==> config.mk <==
export PLATFORM = sky130hd
export DESIGN_NAME = slot_cmd_ctrl
export DESIGN_NICKNAME = d
export VERILOG_FILES = /design/src/rtl/slot_cmd_pkg.sv /design/src/rtl/slot_ctrl_reg.sv /design/src/rtl/slot_cmd_issuer.sv /design/src/rtl/slot_status_reg.sv /design/src/rtl/slot_cmd_ctrl.sv
export SDC_FILE = /design/constraint.sdc
export NUM_CORES = 1
export LEC_CHECK = 0
export BUFFER_PORTS_ARGS = -buffer_cell sky130_fd_sc_hd__buf_4
export CAP_MARGIN = 20
export CORE_ASPECT_RATIO = 1.75
export CORE_MARGIN = 3
export CORE_UTILIZATION = 40
export DETAILED_ROUTE_END_ITERATION = 6
export GPL_TIMING_DRIVEN = 0
export HOLD_SLACK_MARGIN = 0.08
export PLACE_DENSITY = 0.71
export SYNTH_ARGS = -nofsm -noshare
export SYNTH_HDL_FRONTEND = slang
export SYNTH_SLANG_ARGS = --single-unit
==> constraint.sdc <==
create_clock -name clk -period 1.5 [get_ports clk]
set_input_delay 0.15 -clock clk [delete_from_list [all_inputs] [get_ports clk]]
set_output_delay 0.15 -clock clk [all_outputs]
set_load 0.02 [all_outputs]
==> src/rtl/slot_cmd_pkg.sv <==
package slot_cmd_pkg;
  typedef enum logic {
    ISS_IDLE = 1'b0,
    ISS_BUSY = 1'b1
  } iss_state_t;
endpackage

==> src/rtl/slot_ctrl_reg.sv <==
module slot_ctrl_reg #(
  parameter int          DATA_W     = 16,
  parameter logic [15:0] FIELD_MASK = 16'h0FC0
) (
  input  logic              clk,
  input  logic              rst,
  input  logic              wr_ctrl,
  input  logic [DATA_W-1:0] wr_data,
  input  logic              hp_capable,
  input  logic              compliant_mode,
  output logic [DATA_W-1:0] ctrl_q,
  output logic [DATA_W-1:0] ctrl_next,
  output logic              cmd_trig
);
  localparam logic [DATA_W-1:0] MASK = DATA_W'(FIELD_MASK);

  logic field_changed;

  always_comb begin
    ctrl_next     = wr_ctrl ? wr_data : ctrl_q;
    field_changed = |((wr_data ^ ctrl_q) & MASK);
    cmd_trig      = wr_ctrl && hp_capable && (compliant_mode || field_changed);
  end

  always_ff @(posedge clk) begin
    if (rst) ctrl_q <= '0;
    else     ctrl_q <= ctrl_next;
  end

  // A control write must be visible in the register after the edge.
  assert_ctrl_store_R2: assert property (@(posedge clk) disable iff (rst)
    wr_ctrl |=> ctrl_q == $past(wr_data));
  // A port without hot-plug support never triggers a command.
  assert_no_trig_incapable_R6: assert property (@(posedge clk) disable iff (rst)
    !hp_capable |-> !cmd_trig);
endmodule

==> src/rtl/slot_cmd_issuer.sv <==
module slot_cmd_issuer
  import slot_cmd_pkg::*;
#(
  parameter int DATA_W = 16
) (
  input  logic              clk,
  input  logic              rst,
  input  logic              cmd_trig,
  input  logic [DATA_W-1:0] ctrl_next,
  input  logic              cmd_ack,
  output logic              cmd_req,
  output logic [DATA_W-1:0] cmd_data,
  output logic              cmd_done
);
  iss_state_t st_q;
  logic       pend_q;

  always_ff @(posedge clk) begin
    if (rst) begin
      st_q     <= ISS_IDLE;
      pend_q   <= 1'b0;
      cmd_data <= '0;
    end else begin
      case (st_q)
        ISS_IDLE: begin
          if (cmd_trig || pend_q) begin
            st_q     <= ISS_BUSY;
            cmd_data <= ctrl_next;
            pend_q   <= 1'b0;
          end
        end
        ISS_BUSY: begin
          if (cmd_trig) pend_q <= 1'b1;
          if (cmd_ack)  st_q   <= ISS_IDLE;
        end
        default: st_q <= ISS_IDLE;
      endcase
    end
  end

  assign cmd_req  = (st_q == ISS_BUSY);
  assign cmd_done = cmd_req && cmd_ack;

  assert_req_hold_R8: assert property (@(posedge clk) disable iff (rst)
    cmd_req && !cmd_ack |=> cmd_req);
  assert_data_stable_R8: assert property (@(posedge clk) disable iff (rst)
    cmd_req && !cmd_ack |=> $stable(cmd_data));
  assert_drop_after_ack_R7: assert property (@(posedge clk) disable iff (rst)
    cmd_req && cmd_ack |=> !cmd_req);
  assert_queue_issue_R9: assert property (@(posedge clk) disable iff (rst)
    !cmd_req && pend_q |=> cmd_req);
endmodule

==> src/rtl/slot_status_reg.sv <==
module slot_status_reg #(
  parameter int DATA_W = 16,
  parameter int CC_BIT = 4
) (
  input  logic              clk,
  input  logic              rst,
  input  logic              set_cc,
  input  logic              clr_cc,
  output logic              cc_q,
  output logic              cc_pulse,
  output logic [DATA_W-1:0] status_q
);
  always_ff @(posedge clk) begin
    if (rst) begin
      cc_q     <= 1'b0;
      cc_pulse <= 1'b0;
    end else begin
      cc_pulse <= set_cc && !cc_q;
      if (set_cc)      cc_q <= 1'b1;
      else if (clr_cc) cc_q <= 1'b0;
    end
  end

  always_comb begin
    status_q         = '0;
    status_q[CC_BIT] = cc_q;
  end

  assert_cc_set_R7: assert property (@(posedge clk) disable iff (rst)
    set_cc |=> cc_q);
  assert_pulse_flag_R11: assert property (@(posedge clk) disable iff (rst)
    cc_pulse |-> cc_q);
  assert_pulse_single_R11: assert property (@(posedge clk) disable iff (rst)
    cc_pulse |=> !cc_pulse);
  assert_clear_R10: assert property (@(posedge clk) disable iff (rst)
    clr_cc && !set_cc |=> !cc_q);
endmodule

==> src/rtl/slot_cmd_ctrl.sv <==
module slot_cmd_ctrl #(
  parameter int              ADDR_W     = 12,
  parameter int              DATA_W     = 16,
  parameter int              CC_BIT     = 4,
  parameter logic [15:0]     FIELD_MASK = 16'h0FC0,
  parameter logic [ADDR_W-1:0] CTRL_OFS = 12'hA8,
  parameter logic [ADDR_W-1:0] STAT_OFS = 12'hAA
) (
  input  logic              clk,
  input  logic              rst,
  input  logic              hp_capable,
  input  logic              compliant_mode,
  input  logic              wr_en,
  input  logic [ADDR_W-1:0] wr_addr,
  input  logic [DATA_W-1:0] wr_data,
  input  logic [ADDR_W-1:0] rd_addr,
  output logic [DATA_W-1:0] rd_data,
  output logic              cmd_req,
  output logic [DATA_W-1:0] cmd_data,
  input  logic              cmd_ack,
  output logic              cc_pulse
);
  logic              wr_ctrl, wr_stat, clr_cc;
  logic              cmd_trig, cmd_done, cc_q;
  logic [DATA_W-1:0] ctrl_q, ctrl_next, status_q;

  assign wr_ctrl = wr_en && (wr_addr == CTRL_OFS);
  assign wr_stat = wr_en && (wr_addr == STAT_OFS);
  assign clr_cc  = wr_stat && wr_data[CC_BIT];

  slot_ctrl_reg #(.DATA_W(DATA_W), .FIELD_MASK(FIELD_MASK)) u_ctrl (
    .clk(clk), .rst(rst), .wr_ctrl(wr_ctrl), .wr_data(wr_data),
    .hp_capable(hp_capable), .compliant_mode(compliant_mode),
    .ctrl_q(ctrl_q), .ctrl_next(ctrl_next), .cmd_trig(cmd_trig));

  slot_cmd_issuer #(.DATA_W(DATA_W)) u_iss (
    .clk(clk), .rst(rst), .cmd_trig(cmd_trig), .ctrl_next(ctrl_next),
    .cmd_ack(cmd_ack), .cmd_req(cmd_req), .cmd_data(cmd_data),
    .cmd_done(cmd_done));

  slot_status_reg #(.DATA_W(DATA_W), .CC_BIT(CC_BIT)) u_stat (
    .clk(clk), .rst(rst), .set_cc(cmd_done), .clr_cc(clr_cc),
    .cc_q(cc_q), .cc_pulse(cc_pulse), .status_q(status_q));

  always_ff @(posedge clk) begin
    if (rst)                    rd_data <= '0;
    else if (rd_addr == CTRL_OFS) rd_data <= ctrl_q;
    else if (rd_addr == STAT_OFS) rd_data <= status_q;
    else                        rd_data <= '0;
  end

  assert_incapable_no_req_R6: assert property (@(posedge clk) disable iff (rst)
    !hp_capable && !cmd_req && !$past(cmd_req) |=> !cmd_req);
  assert_pulse_after_ack_R11: assert property (@(posedge clk) disable iff (rst)
    cc_pulse |-> $past(cmd_req && cmd_ack) && !$past(cc_q));
endmodule

Word level (Yosys, flattened, before mapping)
Index checks and enable logic that the tools add are counted.

Word-level logic and storage cells: 40. Register bits after elaboration: 52.

Equal/unequal tests: 6. Reduce and logical (&&, ||, !) cells: 14. Multiplexer cells: 11. Bitwise operators: 2.

Operator list (number): == test 12 x 8 -> 1 bit, second input constant (4); 2-to-1 mux 16 bit (2); bitwise XOR 12 bit (1); logical AND 1 bit (7); 2-to-1 mux 1 bit (6); OR reduction 6 bit (1); 2-to-1 mux 5 bit (1); != test 2 x 1 -> 1 bit, second input constant (2); case mux 1 bit (2 select lines) (2); AND reduction 2 bit (2); logical OR 1 bit (2); nonzero test 2 bit (1); logical NOT 1 bit (1); NOT 1 bit (1).

Logic depth before layout (Yosys ltp)
Gate-level depths: netlist of the first run.

Word-level depth: 7. Gate-level depth with buffers: 6. Depth with buffers taken out: 5.

Hierarchy
Synthesis of the first run repeated with hierarchy kept, for this count alone.

Cell total of the unflattened synthesis: 225. Area, all modules: 2449.8 um^2.

Modules (own cells, without submodules): slot_cmd_issuer (cells each 77, area each 800.8 um^2, instances 1); slot_ctrl_reg (cells each 60, area each 732.0 um^2, instances 1); slot_cmd_ctrl (cells each 65, area each 729.4 um^2, instances 1); slot_status_reg (cells each 23, area each 187.7 um^2, instances 1).

Worst setup path after synthesis of the first run
OpenSTA, ideal clock, no wires.

Kind: flip-flop to flip-flop. From: reg u_ctrl.ctrl_q[6]. To: reg u_iss.cmd_data[14]. Arrival time: 1379 ps. Cell stages (with the launch flop): 7. Setup slack: 40 ps. Required time: 1419 ps. Cell sequence: dfxtp_1 > xnor2_1 > and4_1 > a211oi_4 > buf_6 > nor2_2 > a211oi_2.

Word-level cells in the longest chain between the ends: 6.

RTL lines: start: declaration (line slot_ctrl_reg.sv:11) `output logic [DATA_W-1:0] ctrl_q,`; start signal: assignment (line slot_ctrl_reg.sv:27) `else ctrl_q <= ctrl_next;`; bitwise XOR 12 bit (line slot_ctrl_reg.sv:21) `field_changed = |((wr_data ^ ctrl_q) & MASK);`; OR reduction 6 bit (line slot_ctrl_reg.sv:21); logical OR 1 bit (line slot_ctrl_reg.sv:22) `cmd_trig = wr_ctrl && hp_capable && (compliant_mode || field_changed);`; logical AND 1 bit (line slot_ctrl_reg.sv:22); logical OR 1 bit (line slot_cmd_issuer.sv:26) `if (cmd_trig || pend_q) begin`; AND reduction 2 bit (no line); end signal: assignment (line slot_cmd_issuer.sv:28) `cmd_data <= ctrl_next;`; end: declaration (line slot_cmd_issuer.sv:12) `output logic [DATA_W-1:0] cmd_data,`.

No other way between the ends. A chain may end at the register's enable or synchronous reset.

Final worst setup path of the first run
From: reg u_ctrl.ctrl_q[8]. To: reg u_iss.cmd_data[6].

The elaborated chain is that of the path after synthesis.

==> out/metrics.json, run 1 <==
{
  "initial_utilization_pct": 41.7,
  "gpl.final_weighted_congestion": 0.745,
  "grt_overflow_total": 0,
  "io_buffer_count": 78,
  "cells_along_the_critical_path": "xnor2_1 -> and4_4 -> a211oi_4 -> buf_6 -> buf_6 -> nor2_1 -> a211oi_2",
  "cts_tree": "built",
  "power_frac_seq_pct": 55.9,
  "synth_top_family_by_area": "simple AND/OR/NAND/NOR gates",
  "clock_pin_slew_on_the_worst_setup_and_hold_paths_ns": 0.09,
  "post_layout_minimum_cycle_time_ns": 1.48,
  "fin_worst_skew_ns": 0.00717,
  "timing.max_cap.violations": 0,
  "mappedNetlistArea_um2": 1960,
  "rsz0062_at_grt": "true",
  "wl_um": 4520,
  "synth-edff-count": 0,
  "clock_sink_count": 52,
  "sw_frac_of_total_pct": 20.2,
  "drive_gt1_share_pct": 50.9,
  "dominantRegCellSynth": "sky130_fd_sc_hd__dfxtp_1",
  "via_per_inst": 4.88,
  "synth.lib_cells_used.distinct": 31,
  "slew_violations": 0,
  "timing_worst_slew_pin_value_ns": 0.718,
  "leading_cell_type_in_the_layout_fill_and_taps_excluded": "sky130_fd_sc_hd__buf_4",
  "netlist.top_cell.by_area": "sky130_fd_sc_hd__dfxtp_1",
  "drt_drc_violations_left": 0,
  "critical_path_required_ns": 1.72,
  "finish.utilization_pct": 60.4,
  "xor_xnor_share_of_the_synthesized_area_pct": 2.68,
  "critical_path.endpoint_type": "flop",
  "clk-insertion-delay-late_ns": 0.30,
  "cts-root-to-sink-buffers": 2,
  "slowest_stage_cell_cp": "sky130_fd_sc_hd__dfxtp_2",
  "worst_setup_path_start_kind": "flop",
  "floorplan.io_pins": 80,
  "internal_dissipation_uw": 1970,
  "synth-adder-area-share_pct": 0,
  "cpLargestDelayFamily": "compound AO/OA/AOI/OAI gates",
  "clock_power_share_pct": 37.9,
  "fin_total_pwr_uw": 2470,
  "h-tree-depth": 2,
  "placed_area_um2": 2610,
  "post_synth_net_total": 220,
  "yosys-top-cells-area": "sky130_fd_sc_hd__dfxtp_1 53%, sky130_fd_sc_hd__a211oi_2 8.9%, sky130_fd_sc_hd__mux2i_1 8.7%, sky130_fd_sc_hd__nor2_1 6.3%, sky130_fd_sc_hd__and2_1 4.8%",
  "post_synthesis_mux_area_share_pct": 8.67,
  "total_setup_violations_reported_at_the_end_of_the_flow": 0,
  "maxClockFrequency_ghz": 0.676,
  "yosys_register_bits": 52,
  "synthSimpleGateAreaFrac_pct": 19.5,
  "coreArea_um2": 4710,
  "synthesis.yosys.warnings": 0,
  "most-common-layout-cells": "83 x sky130_fd_sc_hd__buf_4, 47 x sky130_fd_sc_hd__dfxtp_1, 31 x sky130_fd_sc_hd__nor2_1",
  "die_height_um": 98.6,
  "synth_top_area_share_pct": 53.1,
  "count_of_nets_after_finishing": 312,
  "status": "completed",
  "grt_antenna_before_repair": 0,
  "dr_total_vias": 1557,
  "estimated_wirelength_of_the_detail_placed_design_um": 3330,
  "initialDrtViolationCount": 19,
  "synthesis.instances": 174,
  "power.net_switching_uw": 499,
  "postSynth.asyncResetShare_pct": 0,
  "dr.pass1.iters": 4,
  "critical-path-max-stage-delay_ns": 0.34,
  "cp_max_fo": 5,
  "sequential_cell_area_um2": 1050,
  "rows": 33,
  "cts_buffers": 5,
  "timing.setup.critical_path_class": "reg2reg",
  "slew_headroom_pct": 52.2,
  "portion_of_the_post_synthesis_area_used_by_sequential_elements_pct": 53.1,
  "number_of_hold_violations_in_the_final_report": 0,
  "clock-root-buffer": "sky130_fd_sc_hd__clkbuf_8",
  "finish.instance_area_um2": 2840,
  "power.share.combinational_pct": 6.2,
  "timing.hold.worst.class": "in2reg",
  "grt_max_degree": 16,
  "floorplan.die_area_um2": 5810,
  "grt_total_usage_pct": 16.2,
  "cts_hold_buf": 0,
  "vdd.ir_drop.worst_mv": 0.851,
  "n_fill_cell": 436,
  "cp.arrival_ns": 1.70,
  "grt_pass1_wl_um": 7040,
  "grt_pass1_vias": 1560,
  "die_w_um": 58.9,
  "critical_path.n_buffers_inverters": 2,
  "ant_nets": 0,
  "p_leak_uw": 0.00117,
  "min_period_over_period_pct": 98.6,
  "syn_to_layout_area_delta_pct": 45.0,
  "worst_path_most_repeated_cell": "sky130_fd_sc_hd__buf_6",
  "antenna-diode-count": 0,
  "multi_input_comb_area_um2": 906,
  "fraction_of_the_mapped_netlist_area_in_compound_gates_pct": 12.7,
  "drt-wirelength-per-cell_um": 14.2,
  "powerDensity_nw_per_um2": 868,
  "synth.avg_cell_area_um2": 11.3
}
## final timing paths
kind                    start                 to  slack [ns]  cells past startpoint
max          u_ctrl.ctrl_q[8]  u_iss.cmd_data[6]        0.02                      7
min                wr_data[1]   u_ctrl.ctrl_q[1]        0.10                      3
max reg2reg  u_ctrl.ctrl_q[8]  u_iss.cmd_data[6]        0.02                      7
min reg2reg       u_stat.cc_q    u_stat.cc_pulse        0.45                      1
## registers in the layout, indices dropped and copies added (netlist names)
register and flops:
rd_data 16, u_ctrl.ctrl_q 16, u_iss.cmd_data 16, u_iss.cmd_req 1, u_iss.pend_q 1, u_stat.cc_pulse 1
u_stat.cc_q 1
## final cells by class
class / count / share of cell area, %
clock inverter: 2 / 1.23
buffer: 9 / 2.42
clock buffer: 6 / 2.55
inverter: 1 / 0.132
sequential: 52 / 36.8
tap: 52 / 2.29
multi-input combinational: 112 / 31.9
timing repair buffer: 85 / 22.7
## logic make-up (layout without fill, tap and decap cells)
kind of cell	after synthesis	in the layout
AND/OR/NAND/NOR	67	67
flip-flops	52	52
AO/OA/AOI/OAI	22	22
buffers and inverters	10	103
multiplexers	17	17
XOR/XNOR	6	6
## cell usage after synthesis, types with 2 or more instances
cell / instances
sky130_fd_sc_hd__and4bb_2: 2
sky130_fd_sc_hd__dfxtp_1: 52
sky130_fd_sc_hd__mux2i_1: 17
sky130_fd_sc_hd__nor2_1: 33
sky130_fd_sc_hd__nor2_2: 3
sky130_fd_sc_hd__nor3_1: 2
sky130_fd_sc_hd__a211oi_2: 14
sky130_fd_sc_hd__a211oi_1: 3
sky130_fd_sc_hd__clkbuf_1: 5
sky130_fd_sc_hd__xnor2_1: 3
sky130_fd_sc_hd__a21oi_1: 2
sky130_fd_sc_hd__nand2_1: 2
sky130_fd_sc_hd__xor2_1: 3
sky130_fd_sc_hd__and2_1: 15
sky130_fd_sc_hd__buf_6: 2
## per-layer routing
metal | routed length [um] | GRT usage, % | part of all wire, % | up-vias
met5 | 0 | 0 | 0 | -
met4 | 84 | 6.28 | 1.9 | 0
met3 | 366 | 3.93 | 8.1 | 6
met2 | 2400 | 29.5 | 53 | 54
met1 | 1680 | 17.1 | 37 | 725
li1 | - | - | - | 772
## worst min-delay path, stage by stage
cell,delay (ns)
sky130_fd_sc_hd__buf_4,0.08
sky130_fd_sc_hd__mux2i_1,0.07
sky130_fd_sc_hd__nor2_1,0.08
## power by group through the flow
stage	logic, uW	registers, uW	clock network [uW]
floorplan	37.4	1410	0
global placement	144	1410	0
detailed placement	145	1410	0
CTS	149	1380	950
global route	165	1380	1000
finish	154	1380	935
## metrics by stage
step | worst slack, ns | instances | setup TNS, ns | hold slack, ns
after floorplan | 0.0400 | 174 | 0 | 0.289
after global placement | -0.328 | 304 | -8.88 | 0.415
after detailed placement | -0.326 | 304 | -9.70 | 0.416
after CTS | -0.0114 | 318 | -0.0224 | 0.0995
after global routing | -0.0367 | 319 | -0.367 | 0.109
final | 0.0212 | 319 | 0 | 0.103
## timing repair
action / in CTS / in global routing
buffers inserted: 4 / 1
gates resized for setup: 10 / 15
gates cloned: 2 / 0
endpoints found under the setup margin: 19 / 24
pin swaps: 7 / 9
(Power assumes the default switching activity.)
==> run 2, diff against run 1 <==
Settings changed: CAP_MARGIN 20 to default, PLACE_DENSITY 0.71 to 0.68, SYNTH_HIERARCHICAL from default to 1.
==> out/metrics.json, run 2 <==
{
  "status": "complete, but fails checks",
  "failed_checks": "negative setup slack",
  "number_of_hold_violations_in_the_final_report": {"value": 0, "change": "unchanged"},
  "min_period_over_period": {"value": 129, "unit": "%", "change": "+31 points"},
  "drt_drc_violations_left": {"value": 0, "change": "unchanged"},
  "vdd.ir_drop.worst": {"value": 0.523, "unit": "mV", "change": "-39%"},
  "cp.arrival": {"value": 2.17, "unit": "ns", "change": "+0.47 ns"},
  "rsz0062_at_grt": "true",
  "drive_gt1_share": {"value": 43.8, "unit": "%", "change": "-7.1 points"},
  "synthesis.instances": {"value": 225, "change": "+29%"},
  "p_leak": {"value": 0.00147, "unit": "uW", "change": "+25%"},
  "cpLargestDelayFamily": "simple AND/OR/NAND/NOR gates",
  "cts_tree": "built",
  "placed_area": {"value": 3220, "unit": "um2", "change": "+23%"},
  "via_per_inst": {"value": 4.46, "change": "-8.5%"},
  "dr.pass1.iters": {"value": 4, "change": "unchanged"},
  "clock_pin_slew_on_the_worst_setup_and_hold_paths": {"value": 0.09, "unit": "ns", "change": "about the same"},
  "antenna-diode-count": {"value": 0, "change": "unchanged"},
  "synth.avg_cell_area": {"value": 10.9, "unit": "um2", "change": "-3.4%"},
  "most-common-layout-cells": "96 x sky130_fd_sc_hd__buf_4, 52 x sky130_fd_sc_hd__dfxtp_1, 33 x sky130_fd_sc_hd__nand2b_1",
  "initialDrtViolationCount": {"value": 32, "change": "+13"},
  "synth-edff-count": {"value": 0, "change": "unchanged"},
  "clock-root-buffer": "sky130_fd_sc_hd__clkbuf_8",
  "grt_total_usage": {"value": 14.9, "unit": "%", "change": "-1.3 points"},
  "n_fill_cell": {"value": 580, "change": "+33%"},
  "yosys-top-cells-area": "sky130_fd_sc_hd__dfxtp_1 42%, sky130_fd_sc_hd__mux2i_1 13%, sky130_fd_sc_hd__nand2b_1 8.4%, sky130_fd_sc_hd__mux2_4 5.5%, sky130_fd_sc_hd__buf_4 5.2%",
  "cts-root-to-sink-buffers": {"value": 2, "change": "unchanged"},
  "grt_max_degree": {"value": 18, "change": "+2"},
  "cts_buffers": {"value": 5, "change": "unchanged"},
  "floorplan.io_pins": {"value": 80, "change": "unchanged"},
  "gpl.final_weighted_congestion": {"value": 0.782, "change": "+5.0%"},
  "timing.hold.worst.class": "in2reg",
  "leading_cell_type_in_the_layout_fill_and_taps_excluded": "sky130_fd_sc_hd__buf_4",
  "slowest_stage_cell_cp": "sky130_fd_sc_hd__or4b_4",
  "clock_power_share": {"value": 33.6, "unit": "%", "change": "-4.3 points"},
  "power.net_switching": {"value": 525, "unit": "uW", "change": "+5.1%"},
  "fin_worst_skew": {"value": 0.00490, "unit": "ns", "change": "-0.00228 ns"},
  "netlist.top_cell.by_area": "sky130_fd_sc_hd__dfxtp_1",
  "worst_slack": {"value": -0.442, "unit": "ns", "change": "-0.463 ns"},
  "dp.cells": {"value": 395, "change": "+30%"},
  "total_setup_violations_reported_at_the_end_of_the_flow": {"value": 34, "change": "+34"},
  "critical_path.n_buffers_inverters": {"value": 5, "change": "+3"},
  "finalNonFillerCells": {"value": 409, "change": "+28%"},
  "count_of_nets_after_finishing": {"value": 376, "change": "+21%"},
  "portion_of_the_post_synthesis_area_used_by_sequential_elements": {"value": 42.5, "unit": "%", "change": "-11 points"},
  "floorplan.die_area": {"value": 7140, "unit": "um2", "change": "+23%"},
  "internal_dissipation": {"value": 1900, "unit": "uW", "change": "-3.4%"},
  "worst_setup_path_start_kind": "input port",
  "synth_top_area_share": {"value": 42.5, "unit": "%", "change": "-11 points"},
  "clk-insertion-delay-late": {"value": 0.29, "unit": "ns", "change": "about the same"},
  "io_buffer_count": {"value": 78, "change": "unchanged"},
  "finish.instance_area": {"value": 3450, "unit": "um2", "change": "+21%"},
  "drt-wirelength-per-cell": {"value": 12.4, "unit": "um", "change": "-12%"},
  "coreArea": {"value": 5930, "unit": "um2", "change": "+26%"},
  "dominantRegCellSynth": "sky130_fd_sc_hd__dfxtp_1",
  "mappedNetlistArea": {"value": 2450, "unit": "um2", "change": "+25%"},
  "cp_max_fo": {"value": 6, "change": "+1"},
  "grt_pass1_vias": {"value": 1808, "change": "+16%"},
  "synth.lib_cells_used.distinct": {"value": 30, "change": "-3.2%"},
  "largest_regs": "rd_data (16), u_ctrl/ctrl_q (16), u_iss/cmd_data (16)",
  "die_height": {"value": 110, "unit": "um", "change": "+11%"},
  "critical_path_required": {"value": 1.73, "unit": "ns", "change": "about the same"},
  "grt_antenna_before_repair": {"value": 0, "change": "unchanged"},
  "clock_sink_count": {"value": 52, "change": "unchanged"},
  "rows": {"value": 37, "change": "+12%"},
  "grt_overflow_total": {"value": 0, "change": "unchanged"},
  "syn_to_layout_area_delta_pct": 40.8,
  "power.share.combinational": {"value": 9.6, "unit": "%", "change": "+3.4 points"},
  "fin_total_pwr": {"value": 2430, "unit": "uW", "change": "-1.7%"},
  "grt_pass1_wl": {"value": 8270, "unit": "um", "change": "+18%"},
  "ant_nets": {"value": 0, "change": "unchanged"},
  "synth.cells.most_frequent": "52 x sky130_fd_sc_hd__dfxtp_1, 33 x sky130_fd_sc_hd__nand2b_1, 32 x sky130_fd_sc_hd__mux2i_1, 17 x sky130_fd_sc_hd__buf_4, 17 x sky130_fd_sc_hd__nor4_1",
  "post_layout_minimum_cycle_time": {"value": 1.94, "unit": "ns", "change": "+0.463 ns"},
  "powerDensity": {"value": 703, "unit": "nW/um2", "change": "-19%"},
  "sw_frac_of_total": {"value": 21.6, "unit": "%", "change": "+1.4 points"},
  "wl": {"value": 5080, "unit": "um", "change": "+12%"},
  "critical-path-max-stage-delay": {"value": 0.54, "unit": "ns", "change": "+0.20 ns"},
  "timing.max_cap.violations": {"value": 0, "change": "unchanged"},
  "synth.most_common_cell": "sky130_fd_sc_hd__dfxtp_1",
  "yosys_register_bits": {"value": 52, "change": "unchanged"},
  "slew_violations": {"value": 0, "change": "unchanged"},
  "dr_total_vias": {"value": 1826, "change": "+17%"},
  "worst_path_most_repeated_cell": "sky130_fd_sc_hd__buf_6",
  "initial_utilization": {"value": 41.3, "unit": "%", "change": "-0.34 points"},
  "estimated_wirelength_of_the_detail_placed_design": {"value": 3970, "unit": "um", "change": "+19%"},
  "timing_worst_slew_pin_value": {"value": 0.618, "unit": "ns", "change": "-0.0995 ns"},
  "postSynth.asyncResetShare": {"value": 0, "unit": "%", "change": "unchanged"},
  "critical_path.endpoint_type": "flop",
  "synthesis.yosys.warnings": {"value": 6, "change": "+6"},
  "power_frac_seq": {"value": 56.8, "unit": "%", "change": "+0.9 points"},
  "h-tree-depth": {"value": 2, "change": "unchanged"},
  "cts_hold_buf": {"value": 0, "change": "unchanged"},
  "dpl_worst_slack": {"value": -1.01, "unit": "ns", "change": "-0.683 ns"},
  "die_w": {"value": 65.2, "unit": "um", "change": "+11%"},
  "timing.setup.critical_path_class": "in2reg",
  "slew_headroom": {"value": 58.8, "unit": "%", "change": "+6.6 points"},
  "cells_along_the_critical_path": "buf_6 -> or4b_4 -> nor4_4 -> buf_6 -> buf_12 -> nand2_4 -> a41oi_2 -> o21ba_1 -> buf_6 -> buf_8 -> mux2i_1",
  "maxClockFrequency": {"value": 0.515, "unit": "GHz", "change": "-24%"}
}
[run 2: cell types whose count changed in the layout (fill, tap and decap cells not counted), sizes merged, moves of 16 or more]
cell,delta
nand2b,+32
mux2,+16
a211oi,-18
nor4,+17
nor2,-36
buf,+20
[run 2: power by group through the flow]
stage / combinational (uW) / sequential [uW] / clock, uW
floorplan: 115 / 1410 / 0
global placement: 225 / 1410 / 0
detailed placement: 228 / 1410 / 0
CTS: 230 / 1380 / 857
global route: 255 / 1380 / 907
finish: 233 / 1380 / 814
[run 2: worst register-to-register path: stages (launching register included)]
cell and delay, ns:
sky130_fd_sc_hd__dfxtp_1 0.34, sky130_fd_sc_hd__xor2_1 0.16, sky130_fd_sc_hd__nor4_1 0.37, sky130_fd_sc_hd__a41oi_2 0.20, sky130_fd_sc_hd__o21ba_1 0.22, sky130_fd_sc_hd__buf_6 0.13
sky130_fd_sc_hd__buf_8 0.13, sky130_fd_sc_hd__mux2i_1 0.12
[run 2: metal layers]
metal  track usage, %  vias to the layer above  wire length, um
met5                0                        -                0
met4             6.08                        0               72
met3             2.66                        6              205
met2             28.0                       40             2850
met1             16.1                      835             1950
li1                 -                      945                -
[run 2: stage by stage]
step / setup TNS, ns / hold slack (ns) / util (%)
floorplan: -15.15 / 0.212 / -
global route: -13.16 / 0.139 / 58.2
detailed placement: -23.60 / 0.445 / 54.3
CTS: -10.63 / 0.120 / 57.7
finish: -11.01 / 0.142 / 58.2
global placement: -23.22 / 0.441 / 54.3
[run 2: kinds of logic (layout without fill, tap and decap cells)]
group	Yosys count	count (layout)	share of synthesized area (%)
mux	48	48	21.8
other cells	1	15	0.153
xor+xnor	6	6	2.15
simple gates	82	82	22.1
compound gates	3	3	1.12
buf+inv	33	125	10.2
flops	52	52	42.5
[run 2: final cells by class]
class / instances / area (um2) / area share, %
flip-flops and latches: 52 / 1040 / 30.2
inverters: 1 / 3.75 / 0.109
multi-input cells: 154 / 1300 / 37.6
plain buffers: 31 / 234 / 6.78
clock buffers: 7 / 86.3 / 2.50
clock inverters: 1 / 7.51 / 0.218
well taps: 78 / 97.6 / 2.83
repair buffers: 85 / 681 / 19.7
[run 2: path summary, 6_finish.rpt]
check	end	cells past startpoint	from	slack (ns)
hold reg to reg	u_stat/cc_pulse	1	u_stat/cc_q	0.45
setup reg to reg	u_iss/cmd_data[3]	7	u_ctrl/ctrl_q[6]	-0.27
hold / removal	u_iss/cmd_req	3	cmd_ack	0.14
setup / recovery	u_iss/cmd_data[3]	11	wr_addr[8]	-0.44
[run 2: what timing repair did]
| action | 4_1_cts | 5_1_grt |
|---|---|---|
| pin swaps | 5 | 3 |
| endpoints found under the setup margin | 34 | 34 |
| resized for setup | 6 | 17 |
| gates cloned | 1 | 0 |
| buffers inserted | 8 | 1 |
==> run 3, diff against run 2 <==
Settings changed: CORE_MARGIN 3 to 5, SETUP_SLACK_MARGIN from default to 0.1.
==> out/metrics.json, run 3 (synthesis gave the netlist of run 2 again) <==
{
  "post_layout_minimum_cycle_time": {"value": 1.94, "unit": "ns", "change": "-0.000766 ns"},
  "timing_worst_slew_pin_value": {"value": 0.660, "unit": "ns", "change": "+0.0423 ns"},
  "grt_antenna_before_repair": {"value": 0, "change": "unchanged"},
  "rsz0062_at_grt": "true",
  "n_fill_cell": {"value": 569, "change": "-1.9%"},
  "clock_sink_count": {"value": 52, "change": "unchanged"},
  "rows": {"value": 37, "change": "unchanged"},
  "finish.instance_area": {"value": 3510, "unit": "um2", "change": "+1.6%"},
  "worst_path_most_repeated_cell": "sky130_fd_sc_hd__buf_6",
  "critical_path_required": {"value": 1.73, "unit": "ns", "change": "about the same"},
  "p_leak": {"value": 0.00149, "unit": "uW", "change": "+1.3%"},
  "floorplan.io_pins": {"value": 80, "change": "unchanged"},
  "status": "complete, but fails checks",
  "dr.pass1.iters": {"value": 4, "change": "unchanged"},
  "syn_to_layout_area_delta_pct": 43.1,
  "slowest_stage_cell_cp": "sky130_fd_sc_hd__or4b_4",
  "drt-wirelength-per-cell": {"value": 13.0, "unit": "um", "change": "+4.8%"},
  "initialDrtViolationCount": {"value": 43, "change": "+34%"},
  "cpLargestDelayFamily": "simple AND/OR/NAND/NOR gates",
  "h-tree-depth": {"value": 2, "change": "unchanged"},
  "powerDensity": {"value": 695, "unit": "nW/um2", "change": "-1.2%"},
  "grt_overflow_total": {"value": 0, "change": "unchanged"},
  "fin_worst_skew": {"value": 0.00993, "unit": "ns", "change": "+0.00504 ns"},
  "cts_buffers": {"value": 5, "change": "unchanged"},
  "cts_tree": "built",
  "drt_drc_violations_left": {"value": 0, "change": "unchanged"},
  "worst_setup_path_start_kind": "input port",
  "maxClockFrequency": {"value": 0.515, "unit": "GHz", "change": "about the same"},
  "grt_pass1_vias": {"value": 1919, "change": "+6.1%"},
  "cp.arrival": {"value": 2.17, "unit": "ns", "change": "about the same"},
  "floorplan.die_area": {"value": 7850, "unit": "um2", "change": "+10%"},
  "cts-root-to-sink-buffers": {"value": 2, "change": "unchanged"},
  "ant_nets": {"value": 0, "change": "unchanged"},
  "coreArea": {"value": 5930, "unit": "um2", "change": "unchanged"},
  "largest_regs": "rd_data (16), u_ctrl/ctrl_q (16), u_iss/cmd_data (16)",
  "count_of_nets_after_finishing": {"value": 379, "change": "+0.80%"},
  "gpl.final_weighted_congestion": {"value": 0.779, "change": "-0.33%"},
  "critical_path.endpoint_type": "flop",
  "min_period_over_period": {"value": 129, "unit": "%", "change": "about the same"},
  "dr_total_vias": {"value": 1805, "change": "-1.2%"},
  "critical_path.n_buffers_inverters": {"value": 5, "change": "unchanged"},
  "clock-root-buffer": "sky130_fd_sc_hd__clkbuf_8",
  "cells_along_the_critical_path": "buf_6 -> or4b_4 -> nor4_4 -> buf_6 -> buf_12 -> nand2_4 -> a41oi_4 -> o21ba_4 -> buf_6 -> clkbuf_16 -> mux2i_1",
  "grt_max_degree": {"value": 18, "change": "unchanged"},
  "fin_total_pwr": {"value": 2440, "unit": "uW", "change": "+0.44%"},
  "estimated_wirelength_of_the_detail_placed_design": {"value": 4100, "unit": "um", "change": "+3.3%"},
  "initial_utilization": {"value": 41.3, "unit": "%", "change": "unchanged"},
  "vdd.ir_drop.worst": {"value": 0.590, "unit": "mV", "change": "+13%"},
  "timing.hold.worst.class": "in2reg",
  "most-common-layout-cells": "98 x sky130_fd_sc_hd__buf_4, 52 x sky130_fd_sc_hd__dfxtp_1, 33 x sky130_fd_sc_hd__nand2b_1",
  "antenna-diode-count": {"value": 0, "change": "unchanged"},
  "slew_violations": {"value": 0, "change": "unchanged"},
  "die_height": {"value": 114, "unit": "um", "change": "+3.7%"},
  "via_per_inst": {"value": 4.38, "change": "-1.9%"},
  "critical-path-max-stage-delay": {"value": 0.55, "unit": "ns", "change": "about the same"},
  "failed_checks": "negative setup slack",
  "drive_gt1_share": {"value": 44.9, "unit": "%", "change": "+1.1 points"},
  "clock_pin_slew_on_the_worst_setup_and_hold_paths": {"value": 0.09, "unit": "ns", "change": "about the same"},
  "clk-insertion-delay-late": {"value": 0.30, "unit": "ns", "change": "about the same"},
  "slew_headroom": {"value": 56.0, "unit": "%", "change": "-2.8 points"},
  "cp_max_fo": {"value": 5, "change": "-1"},
  "number_of_hold_violations_in_the_final_report": {"value": 0, "change": "unchanged"},
  "die_w": {"value": 69.2, "unit": "um", "change": "+6.1%"},
  "total_setup_violations_reported_at_the_end_of_the_flow": {"value": 34, "change": "unchanged"},
  "io_buffer_count": {"value": 78, "change": "unchanged"},
  "grt_total_usage": {"value": 13.4, "unit": "%", "change": "-1.5 points"},
  "timing.max_cap.violations": {"value": 0, "change": "unchanged"},
  "worst_slack": {"value": -0.441, "unit": "ns", "change": "+0.000766 ns"},
  "leading_cell_type_in_the_layout_fill_and_taps_excluded": "sky130_fd_sc_hd__buf_4",
  "timing.setup.critical_path_class": "in2reg",
  "grt_pass1_wl": {"value": 8670, "unit": "um", "change": "+4.8%"},
  "placed_area": {"value": 3220, "unit": "um2", "change": "unchanged"},
  "wl": {"value": 5370, "unit": "um", "change": "+5.5%"}
}
==> run 3: cell count changes in the layout (fill, tap and decap cells not counted), sizes merged <==
cell and delta:
clkbuf +1, buf +2
==> run 3: stage by stage <==
stage	TNS, ns	hold slack [ns]	util [%]	worst slack, ns	std cells
finish	-11.29	0.126	59.2	-0.441	412
floorplan	-15.15	0.212	-	-0.684	239
global route	-13.22	0.135	59.2	-0.499	412
global placement	-23.44	0.445	54.3	-0.988	395
detailed placement	-23.64	0.447	54.3	-1.03	395
CTS	-9.93	0.123	57.1	-0.426	409
==> run 3: area by class of cell <==
class	instances	area, um2	share of cell area (%)
multi-input cells	154	1320	37.7
flip-flops and latches	52	1040	29.7
repair buffers	87	693	19.8
plain buffers	32	254	7.24
well taps	78	97.6	2.78
clock buffers	7	86.3	2.46
clock inverters	1	7.51	0.214
inverters	1	3.75	0.107
==> run 3: worst paths after layout <==
check	start	endpoint	slack [ns]	cells after the start
max	wr_addr[8]	u_iss/cmd_data[12]	-0.44	11
min	rst	u_stat/cc_q	0.13	2
max reg2reg	u_ctrl/ctrl_q[6]	u_iss/cmd_data[12]	-0.29	7
min reg2reg	u_stat/cc_q	u_stat/cc_pulse	0.46	1
==> run 3: repair_timing <==
action,4_1_cts,5_1_grt
hold buffers,0,0
gates resized for setup,6,16
endpoints found under the setup margin,34,34
gates cloned,0,1
buffers inserted,6,2
pin swaps,4,1
==> run 3: layer usage <==
metal	GRT usage [%]	wire, um	part of all wire [%]	vias to the layer above
met1	13.7	2060	38	808
met3	2.91	205	3.8	7
li1	-	-	-	953
met4	4.56	89	1.7	0
met2	26.3	3010	56	37
met5	0	0	0	-
==> run 3: where the power goes <==
group	internal, uW	total, uW	switching, uW	leakage, uW
registers	1380	1380	0.0440	0.000419
logic	148	238	90.5	0.00102
clock network	376	820	444	0.0000445
